[src/rtl/wdog_pkg.sv]
package wdog_pkg;

    typedef enum logic {
        ST_RUN   = 1'b0,
        ST_PULSE = 1'b1
    } wdog_st_e;

    typedef struct packed {
        wdog_st_e st;
        logic     stage;   // first period already missed
        logic     irq;
    } wdog_ctl_t;

endpackage

[src/rtl/wdog_tmo_cnt.sv]
module wdog_tmo_cnt #(
    parameter int unsigned W    = 16,
    parameter int unsigned INIT = 1000
) (
    input  logic         clk_i,
    input  logic         rst_ni,
    input  logic         load_i,
    input  logic [W-1:0] load_val_i,
    output logic         zero_o
);
    logic [W-1:0] cnt_d, cnt_q;

    always_comb begin
        cnt_d = cnt_q;
        if (load_i) begin
            cnt_d = load_val_i;
        end else if (cnt_q != '0) begin
            cnt_d = cnt_q - 1'b1;
        end
    end

    always_ff @(posedge clk_i or negedge rst_ni) begin
        if (!rst_ni) cnt_q <= W'(INIT);
        else         cnt_q <= cnt_d;
    end

    assign zero_o = (cnt_q == '0);
endmodule

[src/rtl/wdog_rst_pulse.sv]
module wdog_rst_pulse #(
    parameter int unsigned LEN = 16
) (
    input  logic clk_i,
    input  logic rst_ni,
    input  logic start_i,
    output logic active_o,
    output logic last_o
);
    localparam int unsigned PW = (LEN > 1) ? $clog2(LEN) : 1;

    typedef struct packed {
        logic          active;
        logic [PW-1:0] left;
    } pulse_t;

    pulse_t p_d, p_q;

    always_comb begin
        p_d = p_q;
        if (start_i && !p_q.active) begin
            p_d.active = 1'b1;
            p_d.left   = PW'(LEN - 1);
        end else if (p_q.active) begin
            if (p_q.left == '0) p_d.active = 1'b0;
            else                p_d.left   = p_q.left - 1'b1;
        end
    end

    always_ff @(posedge clk_i or negedge rst_ni) begin
        if (!rst_ni) p_q <= '0;
        else         p_q <= p_d;
    end

    assign active_o = p_q.active;
    assign last_o   = p_q.active && (p_q.left == '0);
endmodule

[src/rtl/wdog_escalate.sv]
module wdog_escalate
    import wdog_pkg::*;
#(
    parameter int unsigned CNT_W       = 16,
    parameter int unsigned DEF_TIMEOUT = 1000,
    parameter int unsigned RST_LEN     = 16
) (
    input  logic             clk_i,
    input  logic             rst_ni,
    input  logic             kick_i,
    input  logic             irq_ack_i,
    input  logic [CNT_W-1:0] timeout_i,
    output logic             wdt_irq_o,
    output logic             rst_req_o
);
    wdog_ctl_t        cur_q, cur_d;
    logic             load;
    logic [CNT_W-1:0] load_val;
    logic             zero;
    logic             pulse_start;
    logic             pulse_active;
    logic             pulse_last;

    always_comb begin
        cur_d       = cur_q;
        load        = 1'b0;
        load_val    = timeout_i;
        pulse_start = 1'b0;
        unique case (cur_q.st)
            ST_RUN: begin
                if (kick_i) begin
                    load        = 1'b1;
                    cur_d.stage = 1'b0;
                    cur_d.irq   = 1'b0;
                end else if (zero) begin
                    if (!cur_q.stage) begin
                        load        = 1'b1;
                        cur_d.stage = 1'b1;
                        cur_d.irq   = 1'b1;
                    end else begin
                        pulse_start = 1'b1;
                        cur_d.st    = ST_PULSE;
                        cur_d.stage = 1'b0;
                        cur_d.irq   = 1'b0;
                    end
                end else if (irq_ack_i) begin
                    cur_d.irq = 1'b0;
                end
            end
            ST_PULSE: begin
                if (pulse_last) begin
                    cur_d.st = ST_RUN;
                    load     = 1'b1;
                    load_val = CNT_W'(DEF_TIMEOUT);
                end
            end
            default: cur_d = '0;
        endcase
    end

    always_ff @(posedge clk_i or negedge rst_ni) begin
        if (!rst_ni) cur_q <= '0;
        else         cur_q <= cur_d;
    end

    wdog_tmo_cnt #(
        .W    (CNT_W),
        .INIT (DEF_TIMEOUT)
    ) u_cnt (
        .clk_i      (clk_i),
        .rst_ni     (rst_ni),
        .load_i     (load),
        .load_val_i (load_val),
        .zero_o     (zero)
    );

    wdog_rst_pulse #(
        .LEN (RST_LEN)
    ) u_pulse (
        .clk_i    (clk_i),
        .rst_ni   (rst_ni),
        .start_i  (pulse_start),
        .active_o (pulse_active),
        .last_o   (pulse_last)
    );

    assign wdt_irq_o = cur_q.irq;
    assign rst_req_o = pulse_active;
endmodule

[config.mk]
export PLATFORM = sky130hd
export DESIGN_NAME = wdog_escalate
export DESIGN_NICKNAME = d
export VERILOG_FILES = /design/src/rtl/wdog_pkg.sv /design/src/rtl/wdog_tmo_cnt.sv /design/src/rtl/wdog_rst_pulse.sv /design/src/rtl/wdog_escalate.sv
export SDC_FILE = /design/constraint.sdc
export NUM_CORES = 1
export LEC_CHECK = 0
export ABC_AREA = 1
export BUFFER_PORTS_ARGS = -buffer_cell sky130_fd_sc_hd__buf_2
export CORE_UTILIZATION = 45
export DETAILED_ROUTE_END_ITERATION = 7
export GPL_ROUTABILITY_DRIVEN = 0
export GPL_TIMING_DRIVEN = 1
export PLACE_DENSITY_LB_ADDON = 0.3
export SKIP_CTS_REPAIR_TIMING = 1
export SYNTH_ARGS = -nofsm -noshare
export SYNTH_HDL_FRONTEND = slang
export SYNTH_SLANG_ARGS = --single-unit
[constraint.sdc]
create_clock -name clk_i -period 1.7 [get_ports clk_i]
set_input_delay 0.34 -clock clk_i [delete_from_list [all_inputs] [get_ports clk_i]]
set_output_delay 0.34 -clock clk_i [all_outputs]
set_load 0.03 [all_outputs]
==> qor.csv <==
metric,value,unit
drive_above_1_share,28.8,%
min_path_type,primary input to async pin,
syn_to_final_growth,19.1,%
worstPathArrival,1830,ps
reg2reg_from,u_cnt.cnt_q[1],
ir_drop,0.394,mV
die-area,0.00401,mm²
clk_pin_slew,90,ps
yosysMostFrequentCell,nand2_1,
synth_common_cells,"nand2_1 (77), inv_1 (31), nand3_1 (25)",
synth_seq_cells,24,
timing.rr.end,u_cnt.cnt_q[8],
vias,1517,
antenna-diode-count,0,
max_freq,0.620,GHz
yosys_warnings,0,
cp-start-kind,register,
grt_pass1_wl,6.33,mm
yosysTopAreaCell,dfrtp_1,
synth_top_area_share,26.6,%
drtAntennaViolNets,0,
worstPathMaxFanout,7,
yosysSeqAreaShare,35.9,%
wl_per_cell,11.9,µm
drv_cap,0,
synthTopCellsByArea,"dfrtp_1 (27%), nand2_1 (17%), dfstp_2 (9.3%)",
cts_buffers,3,
fin_skew,5.73,ps
clockBufferDepth,2,
syn_avg_cell_area,7.05,µm²
cp-startpoint,u_cnt.cnt_q[1],
crit_type,register to register,
syn_area,0.00169,mm²
slew_viol_final,0,
clockRootBuffer,clkbuf_8,
setup_violations,0,
synth_fp_nets,264,
fp.dieW,63.3,µm
power_leakage,1.06,nW
vias_per_cell,4.79,
rrSetupSlack,90,ps
power_density,686,mW/mm²
dp_slack,-15.2,ps
std_cell_rows,21,
drt-initial-drc-count,100,
htreeDepth,1,
endpoint_kind,register,
antenna_found_initial,0,
die_y,63.3,µm
coreArea,0.00347,mm²
p_total,0.00138,W
relSlewSlack,65.3,%
status,"complete, no violations",
initial_utilization,48.8,%
yosys.cell_types.count,26,
crit_required,1920,ps
reg2reg_depth,12,
clkSinkCount,24,
io_pins,22,
netlist_instances,240,
grt_usage,20.7,%
tightest_slew,520,ps
grt_pass1_vias,1368,
drt-pass1-iter-count,4,
async_flop_share,100,%
fin_crit_sh,94.9,%
port_buffers,21,
dpl.hpwl,2.87,mm
grt_max_degree,25,
synth-edff-count,0,
setup_ws,87.5,ps
nFillCells,320,
drcViolationCount,0,
worst_skew_pair.late_latency,270,ps
wl,3.78,mm
synth_flop_cell,dfrtp_1,
cts_tree,built,
rsz0062_at_grt,true,
fin_nets,296,
post-route-min-period,1610,ps
hold_viol,0,
grt_overflow_total,0,
==> logic make-up (layout without fill, tap and decap cells) <==
kind of cell    after synthesis  count (layout)  share of synthesized area, %
buf+inv                      34              65                          7.98
compound gates                8               8                          2.59
flops                        24              24                          35.9
fa+ha+maj                     4               4                          2.96
simple gates                160             160                          45.4
xor+xnor                     10              10                          5.17
==> critical path, stage by stage (launching register included) <==
cell     delay (ps)
dfrtp_1         370
inv_1           120
ha_2            220
nand2_1          60
nor2_1          130
nand2_2         100
nand2_2         100
nand3_4         120
nand2_4         110
nand2_1          70
nand2_1          60
nand2_1          40
inv_1            50
==> power breakdown <==
group	internal (W)	switching [W]
Combinational	0.000128	0.000180
Sequential	0.000626	0.0000499
Clock	0.000207	0.000191
Total	0.000962	0.000421
==> routing by layer <==
layer | global-route usage (%) | part of all wire (%)
met1 | 30.0 | 48
met4 | 8.24 | 2.5
met3 | 2.72 | 6.6
met5 | 0 | 0
met2 | 30.9 | 43
==> through the flow <==
step / setup TNS (ps) / instances / util [%] / cell area [µm²] / hold slack [ps]
3_5_place_dp: -40.5 / 312 / 54.6 / 1890 / 355
5_1_grt: -131 / 317 / 58.2 / 2020 / 83.7
4_1_cts: -174 / 316 / 56.2 / 1950 / 55.6
3_3_place_gp: 0 / 312 / 54.6 / 1890 / 356
2_1_floorplan: 0 / 240 / - / 1690 / 44.4
6_report: 0 / 317 / 58.2 / 2020 / 28.0
==> final cells by class <==
cell class                      instances  area [µm²]  area share, %
Clock buffer                            4        55.1           2.73
Inverter                               32         120           5.96
Multi-Input combinational cell        182        1010           50.1
Sequential cell                        24         608           30.1
Tap cell                               46        57.6           2.85
Timing Repair Buffer                   29         165           8.19
==> state kept, by name (all words and copies together) (netlist names) <==
| register | cells |
|---|---|
| u_pulse.active_o | 1 |
| u_cnt.cnt_q | 16 |
| wdt_irq_o | 1 |
| cur_q | 2 |
| u_pulse.p_q | 4 |
==> placed cells by master (no fill, tap or decap) <==
cell	n
nand3b_1	1
xor2_1	6
xnor2_1	4
o21ai_0	3
o21ai_2	1
ha_2	2
inv_2	2
nor2_2	6
buf_4	8
ha_1	2
nand4_1	2
nand2_1	75
nand2_2	11
nor2_1	20
nor3_1	3
nor2_4	3
nand3_1	25
nand2_8	1
clkbuf_8	4
nand3_4	4
nand2_4	2
or2_2	4
inv_1	30
nor3_2	3
o21ai_1	4
dfrtp_1	18
buf_2	21
dfstp_2	6
==> how the worst max path moves through the flow <==
stage / endpoint / slack (ps) / depth (start not counted)
6_report: u_cnt.cnt_q[8] / 90 / 12
5_1_grt: u_cnt.cnt_q[8] / -40 / 12
4_1_cts: u_cnt.cnt_q[13] / -30 / 10
3_5_place_dp: u_cnt.cnt_q[13] / -20 / 10
3_3_place_gp: u_cnt.cnt_q[11] / 60 / 10
2_1_floorplan: u_cnt.cnt_q[1] / 170 / 12
No activity file was read; power rests on OpenSTA's default activity.
